File: config.mk
export PLATFORM = sky130hd
export DESIGN_NAME = opfwd_unit
export DESIGN_NICKNAME = d
export VERILOG_FILES = /design/src/rtl/opfwd_pkg.sv /design/src/rtl/opfwd_src_pick.sv /design/src/rtl/opfwd_mux3.sv /design/src/rtl/opfwd_unit.sv
export SDC_FILE = /design/constraint.sdc
export NUM_CORES = 1
export LEC_CHECK = 0
export ABC_CLOCK_PERIOD_IN_PS = 1920
export CAP_MARGIN = 20
export CORE_ASPECT_RATIO = 1.1
export CORE_UTILIZATION = 28
export DETAILED_ROUTE_END_ITERATION = 6
export PLACE_DENSITY = 0.9
export SLEW_MARGIN = 40
export SYNTH_ARGS = -nofsm -noshare
export SYNTH_HDL_FRONTEND = slang
export SYNTH_SLANG_ARGS = --single-unit
File: constraint.sdc
create_clock -name vclk -period 1.92
set_input_delay 0.384 -clock vclk [all_inputs]
set_output_delay 0.384 -clock vclk [all_outputs]
set_load 0.01 [all_outputs]
File: src/rtl/opfwd_pkg.sv
`timescale 1ns/1ps
package opfwd_pkg;
    typedef enum logic [1:0] {
        OPSRC_RF  = 2'b00,
        OPSRC_WB  = 2'b01,
        OPSRC_MEM = 2'b10
    } opsrc_e;
endpackage

File: src/rtl/opfwd_src_pick.sv
`timescale 1ns/1ps
// Chooses the source of one operand from the two older stages' destinations.
module opfwd_src_pick
    import opfwd_pkg::*;
#(
    parameter int IDX_W = 5
) (
    input  logic [IDX_W-1:0] src_idx,
    input  logic             mem_wr,
    input  logic [IDX_W-1:0] mem_dst,
    input  logic             wb_wr,
    input  logic [IDX_W-1:0] wb_dst,
    output opsrc_e           sel
);
    localparam logic [IDX_W-1:0] ZERO_IDX = '0;

    typedef struct packed {
        logic mem_hit;
        logic wb_hit;
    } hit_t;

    hit_t hit_d;

    always_comb begin
        hit_d.mem_hit = mem_wr && (mem_dst != ZERO_IDX) && (mem_dst == src_idx);
        hit_d.wb_hit  = wb_wr  && (wb_dst  != ZERO_IDX) && (wb_dst  == src_idx);
        // the younger result takes precedence
        if (hit_d.mem_hit)
            sel = OPSRC_MEM;
        else if (hit_d.wb_hit)
            sel = OPSRC_WB;
        else
            sel = OPSRC_RF;
    end
endmodule

File: src/rtl/opfwd_mux3.sv
`timescale 1ns/1ps
// Three-way operand multiplexer driven by the source select.
module opfwd_mux3
    import opfwd_pkg::*;
#(
    parameter int DATA_W = 32
) (
    input  opsrc_e            sel,
    input  logic [DATA_W-1:0] from_rf,
    input  logic [DATA_W-1:0] from_mem,
    input  logic [DATA_W-1:0] from_wb,
    output logic [DATA_W-1:0] operand
);
    always_comb begin
        unique case (sel)
            OPSRC_MEM: operand = from_mem;
            OPSRC_WB:  operand = from_wb;
            default:   operand = from_rf;
        endcase
    end
endmodule

File: src/rtl/opfwd_unit.sv
`timescale 1ns/1ps
module opfwd_unit
    import opfwd_pkg::*;
#(
    parameter int IDX_W  = 5,
    parameter int DATA_W = 32
) (
    input  logic [IDX_W-1:0]  ex_rs,
    input  logic [IDX_W-1:0]  ex_rt,
    input  logic              mem_regwr,
    input  logic [IDX_W-1:0]  mem_rd,
    input  logic              wb_regwr,
    input  logic [IDX_W-1:0]  wb_rd,
    input  logic [DATA_W-1:0] rf_a,
    input  logic [DATA_W-1:0] rf_b,
    input  logic [DATA_W-1:0] mem_alu_res,
    input  logic [DATA_W-1:0] wb_value,
    output logic [1:0]        sel_a,
    output logic [1:0]        sel_b,
    output logic [DATA_W-1:0] alu_a,
    output logic [DATA_W-1:0] alu_b
);
    localparam int NUM_OPS = 2;

    logic [IDX_W-1:0]  src_vec [NUM_OPS];
    logic [DATA_W-1:0] rf_vec  [NUM_OPS];
    logic [DATA_W-1:0] op_vec  [NUM_OPS];
    opsrc_e            sel_vec [NUM_OPS];

    assign src_vec[0] = ex_rs;
    assign src_vec[1] = ex_rt;
    assign rf_vec[0]  = rf_a;
    assign rf_vec[1]  = rf_b;

    for (genvar op = 0; op < NUM_OPS; op++) begin : g_operand
        opfwd_src_pick #(.IDX_W(IDX_W)) u_pick (
            .src_idx (src_vec[op]),
            .mem_wr  (mem_regwr),
            .mem_dst (mem_rd),
            .wb_wr   (wb_regwr),
            .wb_dst  (wb_rd),
            .sel     (sel_vec[op])
        );

        opfwd_mux3 #(.DATA_W(DATA_W)) u_mux (
            .sel      (sel_vec[op]),
            .from_rf  (rf_vec[op]),
            .from_mem (mem_alu_res),
            .from_wb  (wb_value),
            .operand  (op_vec[op])
        );
    end

    assign sel_a = sel_vec[0];
    assign sel_b = sel_vec[1];
    assign alu_a = op_vec[0];
    assign alu_b = op_vec[1];
endmodule

==> results of run 1 <==
==> kinds of logic after synthesis <==
group | share of synthesized area
AO/OA/AOI/OAI | 0.418
XOR/XNOR | 0.0797
buffers and inverters | 0.124
AND/OR/NAND/NOR | 0.378
==> Yosys cell counts, drive strengths merged <==
cell type,instances
or4,2
or3,2
xor2,10
nor3,66
o21ai,1
o31ai,64
nand4,66
a31oi,64
inv,2
o211ai,2
or2,4
nor4,2
o21a,1
xnor2,10
buf,20
clkbuf,42
nor2,2
==> per-layer routing <==
metal  overflow  global-route usage
met5          0               0.448
met4          3               0.772
met3          0               0.637
met2          1               0.925
met1          0               0.797
==> stage by stage <==
step	std cells	TNS (ns)
after CTS	721	-31.74
after detailed placement	676	-80.32
after global placement	676	-76.97
after floorplan	360	-10.01
==> what timing repair did <==
| action | 4_1_cts |
|---|---|
| endpoints found under the setup margin | 68 |
| resized for setup | 530 |
| buffers inserted | 23 |
| gates cloned | 24 |
| pin swaps | 64 |
==> summary.md, run 1 <==
| Metric | Value |
|---|---|
| Top-Level Pins | roughly 220 |
| Synth area leader | o31ai_1 |
| Number of antenna violations at the first check in global routing | 2 |
| Pin count of the biggest net entering global routing | 33 |
| Instance count of the mapped netlist | 360 |
| Initial core utilization | 0.293 |
| Total track usage | 0.786 |
| Run status | aborted with a tool error |
| Net Count, Synth | just over 500 |
| Area share of the largest cell type after synthesis | 0.219 |
| Stage where the flow stopped | 5_1_grt |
| Last worst endpoint in the global-route repair_timing | alu_b[29] |
| Largest cells by area after synthesis | o31ai_1 22%, nand4_1 19%, a31oi_1 18% |
| Worst-path endpoint category | output port |
| Remaining Overflow, GRT | 4 |
| Routability-driven placement congestion ratio | 0.907 |
| Number of warning messages in the yosys log | 0 |
| First error | [ERROR GRT-0232] Routing congestion too high. Check the congestion heatmap in the GUI. |
| Number of hold buffers added after cts | 0 |
| Post-synthesis cell area | around 2200 um2 |
| Average footprint of a synthesized cell | 6.11 um2 |
| Die Y | 94.9 um |
| Std-Cell Rows | 33 |
| Number of library cell types mapped by synthesis | 21 |
| Count of buffers from port buffering | 218 |
| Post-synthesis sequential area ratio | 0 |
| Die outline width | 86.5 um |
| Placed inst area | 4940 um2 |
| Pre-CTS setup slack | -1.25 ns |
| HPWL after detailed placement | 10.3 mm |
==> run 2, diff against run 1 <==
--- a/config.mk
+++ b/config.mk
@@ -5,12 +5,11 @@
 export SDC_FILE = /design/constraint.sdc
 export NUM_CORES = 1
 export LEC_CHECK = 0
-export ABC_CLOCK_PERIOD_IN_PS = 1920
+export ABC_CLOCK_PERIOD_IN_PS = 2500
 export CAP_MARGIN = 20
-export CORE_ASPECT_RATIO = 1.1
-export CORE_UTILIZATION = 28
+export CORE_UTILIZATION = 31
 export DETAILED_ROUTE_END_ITERATION = 6
-export PLACE_DENSITY = 0.9
+export PLACE_DENSITY_LB_ADDON = 0.15
 export SLEW_MARGIN = 40
 export SYNTH_ARGS = -nofsm -noshare
 export SYNTH_HDL_FRONTEND = slang
==> constraint.sdc (replaced) <==
create_clock -name vclk -period 2.5
set_input_delay 0.5 -clock vclk [all_inputs]
set_output_delay 0.5 -clock vclk [all_outputs]
set_load 0.01 [all_outputs]
==> summary.md, run 2 <==
| Metric | Value |
|---|---|
| Run status | finished with violations |
| Failing checks | setup timing |
| Power density over cell area | 215 nW/um2 |
| HPWL after detailed placement | 9.65 mm |
| Largest cells by area after synthesis | o31ai_1 22%, nand4_1 19%, a31oi_1 18% |
| Number of clock buffers in the layout | 0 |
| Number of library cell types mapped by synthesis | 21 |
| Count of buffers from port buffering | 218 |
| Type of the most critical hold path | input port to primary output |
| Mux contribution to synthesized area | 0 |
| Area growth from synthesis to layout | 151% |
| Placed inst area | 4710 um2 |
| Number of nets with antenna violations after routing | 0 |
| Instance count of the mapped netlist | 360 |
| Maximum Capacitance Violations | 0 |
| Proportion of layout cells with a drive suffix above 1 | 0.405 |
| Die Y | 86.2 um |
| Total track usage | 0.383 |
| Arrival time at the worst endpoint | 2.22 ns |
| Kind of cell adding the most delay to the critical path | buffers and inverters |
| Post-layout net count | 737 |
| Crit share post-route | 1.09 |
| Number of global-route vias before repair | 4,350 |
| Number of filler instances in the final layout | around 480 |
| Xor/xnor cell area share of the yosys netlist | 0.0797 |
| Cells along the critical path | buf_6, or4_4, o21ai_4, buf_8, clkbuf_16, o31ai_4, a31oi_1, buf_2 |
| Final min period | 2.72 ns |
| Max-slew headroom | 0.735 |
| Count of sequential standard cells | 0 |
| Largest family of logic cells by synthesized area | compound AO/OA/AOI/OAI gates |
| Detail-routed net length per standard cell | 23.3 um |
| Combinational share of power | 1.000 |
| Register area | 0 um2 |
| Number of antenna violations at the first check in global routing | 1 |
| Adder and majority gate portion of the synthesized area | 0 |
| Area of the multi-input gates | 2660 um2 |
| Post-synthesis sequential area ratio | 0 |
| Hold Fails Final Rpt | 0 |
| Vias/cell | 6.72 |
| Post-route DRC | 0 |
| Switching Power | just over 0.6 mW |
| Clock power frac | 0 |
| Final standard cell count with taps included and fillers excluded | 682 |
| Area share of the largest cell type after synthesis | 0.219 |
| Required time of the critical path | 2.00 ns |
| Pin count of the biggest net entering global routing | 41 |
| Setup TNS after final layout | -7.10 ns |
| Final Worst Setup Slack | -0.218 ns |
| Synth area leader | o31ai_1 |
| Internal power consumption | 0.560 mW |
| Path type of the worst setup path | input port to primary output |
| Commonest cells after routing, fill and taps aside | 129 x clkdlybuf4s50_1, 72 x buf_2, 66 x nand4_1, 64 x nor3_1, 62 x a31oi_1 |
| Detailed-routing iteration count for the pre-antenna-repair pass | 5 |
| Portion of total power attributed to sequential cells | 0 |
| Number of vias in the routed layout | 4,582 |
| Max Freq | 368 MHz |
| Core utilization of the finished layout | 0.807 |
| Std-Cell Rows | 30 |
| Count of final setup violators | 67 |
| Sw Ratio | 0.527 |
| Post-synthesis cell area | about 2200 um2 |
| Sort of element at the start of the critical path | input port |
| Buffers and inverters on the worst path | 4 |
| Initial drt markers | roughly 400 |
| Average footprint of a synthesized cell | between 6 and 7 um2 |
| Total Die Area | 7430 um2 |
| RSZ-0062 raised after global routing | yes |
| Compound-gate portion of the synthesized area | 0.418 |
| Slowest stage delay, CP | 0.57 ns |
| Most common cell after layout, fill and taps aside | clkdlybuf4s50_1 |
| Library cell contributing the largest single delay on the critical path | or4_4 |
| Number of warning messages in the yosys log | 0 |
| Finished Cell Area | 5510 um2 |
| Remaining Overflow, GRT | 0 |
| Pins Over Slew Limit | 0 |
| Placed Cells incl. Taps | 663 |
| Simple-gate area share of the yosys netlist | 0.378 |
| Die outline width | 86.2 um |
| Routability-driven placement congestion ratio | 0.928 |
| Maximum fanout along the worst path | 6 |
| Actual slew at the worst max-slew pin | 0.398 ns |
| Pre-CTS setup slack | -0.953 ns |
| Top-Level Pins | 218 |
| Initial core utilization | 0.322 |
| Worst ir drop on vdd | 0.161 mV |
| Commonest cells in the synthesized netlist | 66 x nand4_1, 66 x nor3_1, 64 x a31oi_1, 64 x o31ai_1, 42 x clkbuf_1 |
| Standby leakage power | 1.87 nW |
| Post-Route WL | roughly 16 mm |
| Area of the core | 6830 um2 |
| Nature of the critical path endpoint | primary output |
| Global-route wire length before repair | between 20 and 25 mm |
| Net Count, Synth | 510 |
-- run 2: cell counts after synthesis --
No cell type changed its count.
-- run 2: cell type report --
type | count | area share
tap | 96 | 0.0218
antenna | 1 | 0.000454
multi-input combinational | 296 | 0.482
timing repair buffer | 287 | 0.494
inverter | 2 | 0.00136
-- run 2: worst paths after layout --
kind / start / end / slack (ns) / cells past startpoint
worst min-delay path: rf_a[28] / alu_a[28] / 1.68 / 4
worst max-delay path: wb_rd[4] / alu_a[21] / -0.22 / 8
-- run 2: logic make-up after synthesis --
family / Yosys count
and+or+nand+nor: 144
AOI/OAI and AO/OA: 132
buffers and inverters: 64
xor gates and xnor gates: 20
-- run 2: per-stage QoR --
stage	total power, mW	hold WS [ns]
global placement	0.934	2.01
floorplan	0.356	1.16
global route	1.22	1.71
detailed placement	0.945	2.01
CTS	1.08	1.68
finish	1.18	1.68
-- run 2: repair_timing --
action / in CTS / in global routing
gates cloned: 8 / 2
setup buffers: 7 / 2
pin swaps: 72 / 76
hold buffers: 0 / 0
setup endpoints to repair: 68 / 67
resized for setup: 456 / 35
-- run 2: metal layers --
metal,track usage,vias to the layer above,share of wire
met5,0,-,0
met4,0.158,0,0.045
met3,0.0610,75,0.11
met2,0.689,426,0.50
met1,0.451,2124,0.34
li1,-,1957,-
-- run 2: power groups by stage --
stage	Clock (mW)	Sequential [mW]	Combinational [mW]
2_1_floorplan	0	0	0.356
3_3_place_gp	0	0	0.934
3_5_place_dp	0	0	0.945
4_1_cts	0	0	1.08
5_1_grt	0.0000000535	0	1.22
6_report	0.0000000535	0	1.18
-- run 2: worst min-delay path: stages --
cell and delay (ns):
clkdlybuf4s50_1 0.41, o31ai_2 0.06, a31oi_1 0.06, buf_2 0.14
(Power assumes the default switching activity.)
==> run 3, diff against run 2 <==
--- a/config.mk
+++ b/config.mk
@@ -5,9 +5,10 @@
 export SDC_FILE = /design/constraint.sdc
 export NUM_CORES = 1
 export LEC_CHECK = 0
+export ABC_AREA = 1
 export ABC_CLOCK_PERIOD_IN_PS = 2500
 export CAP_MARGIN = 20
-export CORE_UTILIZATION = 31
+export CORE_UTILIZATION = 30
 export DETAILED_ROUTE_END_ITERATION = 6
 export PLACE_DENSITY_LB_ADDON = 0.15
 export SLEW_MARGIN = 40
==> constraint.sdc (replaced) <==
create_clock -name vclk -period 2.5
set_input_delay 0.5 -clock vclk [all_inputs]
set_output_delay 0.5 -clock vclk [all_outputs]
set_load 0.05 [all_outputs]
==> summary.md, run 3 <==
| Metric | Value |
|---|---|
| Run status | finished with violations |
| Failing checks | DRC |
| Max Freq | a little over 400 MHz |
| Number of hold buffers added after cts | 0 |
| Largest cells by area after synthesis | nand3_1 46%, nand2_1 19%, buf_6 11% |
| Finished Cell Area | 5760 um2 |
| Required time of the critical path | 2.00 ns |
| Final min period | 2.48 ns |
| Post-layout net count | 773 |
| Vias/cell | 6.20 |
| Smallest hold slack | ~1.7 ns |
| Proportion of layout cells with a drive suffix above 1 | 0.386 |
| Sort of element at the start of the critical path | input port |
| Remaining Overflow, GRT | 0 |
| Cell with the most instances after synthesis | nand3_1 |
| Global-route wire length before repair | around 19 mm |
| Post-route DRC | 15 |
| Instance count of the mapped netlist | 387 |
| Initial core utilization | 0.317 |
| Detail-routed net length per standard cell | roughly 23 um |
| Number of vias in the routed layout | 4,327 |
| Pins Over Slew Limit | 0 |
| Area growth from synthesis to layout | 181% |
| Pin count of the biggest net entering global routing | 47 |
| Worst ir drop on vdd | 0.166 mV |
| Path type of the worst setup path | input port to primary output |
| Number of antenna violations at the first check in global routing | 0 |
| Top-Level Pins | 218 |
| Count of sequential standard cells | 0 |
| Number of global-route vias before repair | 3,745 |
| Area share of the largest cell type after synthesis | 0.457 |
| Number of diodes added for antenna fixing | 0 |
| Maximum Capacitance Violations | 0 |
| Total track usage | 0.329 |
| Synth area leader | nand3_1 |
| Type of the most critical hold path | input port to primary output |
| Nature of the critical path endpoint | primary output |
| Number of nets with antenna violations after routing | 0 |
| Placed inst area | 4960 um2 |
| Register area | 0 um2 |
| Std-Cell Rows | 29 |
| Detailed-routing iteration count for the pre-antenna-repair pass | 7 |
| Actual slew at the worst max-slew pin | 0.262 ns |
| HPWL after detailed placement | 8.93 mm |
| Number of library cell types mapped by synthesis | 18 |
| Maximum fanout along the worst path | 7 |
| Net Count, Synth | 537 |
| Arrival time at the worst endpoint | 1.98 ns |
| Final standard cell count with taps included and fillers excluded | 698 |
| Count of buffers from port buffering | 218 |
| Number of filler instances in the final layout | 321 |
| Number of warning messages in the yosys log | 0 |
| Post-synthesis sequential area ratio | 0 |
| Hold Fails Final Rpt | 0 |
| Area of the core | 6460 um2 |
| Crit share post-route | 0.991 |
| Power density over cell area | 216 nW/um2 |
| Post-Route WL | 16.3 mm |
| Initial drt markers | 384 |
| Number of clock buffers in the layout | 0 |
| Count of final setup violators | 0 |
| Max-slew headroom | 0.825 |
| Commonest cells after routing, fill and taps aside | 129 x clkdlybuf4s50_1, 123 x nand3_1, 101 x nand2_1, 74 x buf_12, 72 x nand3_2 |
| Total Die Area | 7160 um2 |
| Most common cell after layout, fill and taps aside | clkdlybuf4s50_1 |
| Die outline width | 84.6 um |
| Die Y | approximately 85 um |
| Standby leakage power | between 2 and 3 nW |
| Commonest cells in the synthesized netlist | 187 x nand3_1, 105 x nand2_1, 20 x buf_6 |
| Placed Cells incl. Taps | ~680 |
| Average footprint of a synthesized cell | roughly 5.3 um2 |
| Routability-driven placement congestion ratio | 0.938 |
| Post-synthesis cell area | 2050 um2 |
-- run 3: critical path, cell delays in order --
cell             delay [ns]
clkdlybuf4s50_1        0.47
nand2_2                0.12
nor2_4                 0.19
buf_4                  0.15
buf_12                 0.12
nand3_1                0.13
nand3_2                0.15
buf_12                 0.14
-- run 3: report_power, final --
part           switching (mW)  leakage [nW]  total [mW]  internal (mW)
logic                   0.625          2.68        1.24          0.617
clock network               0             0           0              0
registers                   0             0           0              0
total                   0.625          2.68        1.24          0.617
-- run 3: worst paths after layout --
path / start / end / slack, ns / cells after the start
setup / recovery: wb_regwr / alu_b[17] / 0.02 / 8
hold / removal: rf_a[4] / alu_a[4] / 1.73 / 4
-- run 3: kinds of logic after synthesis --
logic type	Yosys count	synth area share
xor+xnor	12	0.0513
buf+inv	49	0.177
simple gates	326	0.771
-- run 3: metal layers --
layer | up-vias | share of wire | track usage | wire length, um
li1 | 1804 | - | - | -
met1 | 2024 | 0.36 | 0.374 | 5850
met2 | 387 | 0.48 | 0.602 | 7800
met3 | 112 | 0.096 | 0.0452 | 1560
met4 | 0 | 0.064 | 0.157 | 1040
met5 | - | 0 | 0 | 0
-- run 3: stage by stage --
step                utilization  setup TNS [ns]  total power [mW]  worst slack, ns
finish                    0.891               0              1.24           0.0225
global route              0.891          -0.133              1.28          -0.0344
CTS                       0.819               0              1.16         0.000459
detailed placement        0.768          -13.91              1.14           -0.245
global placement          0.768          -10.18              1.12           -0.213
floorplan                     -               0             0.464            0.121
-- run 3: final cells by class --
class / count / area [um2] / area share
repair buffers: 265 / 3490 / 0.606
well taps: 77 / 96.3 / 0.0167
inverters: 17 / 83.8 / 0.0146
multi-input cells: 339 / 2090 / 0.363
-- run 3: what timing repair did --
item / in CTS / in global routing
hold endpoints to repair: 0 / 0
gates resized for setup: 84 / 90
pin swaps: 11 / 23
endpoints found under the setup margin: 68 / 63
gates cloned: 4 / 14
setup buffers: 2 / 3
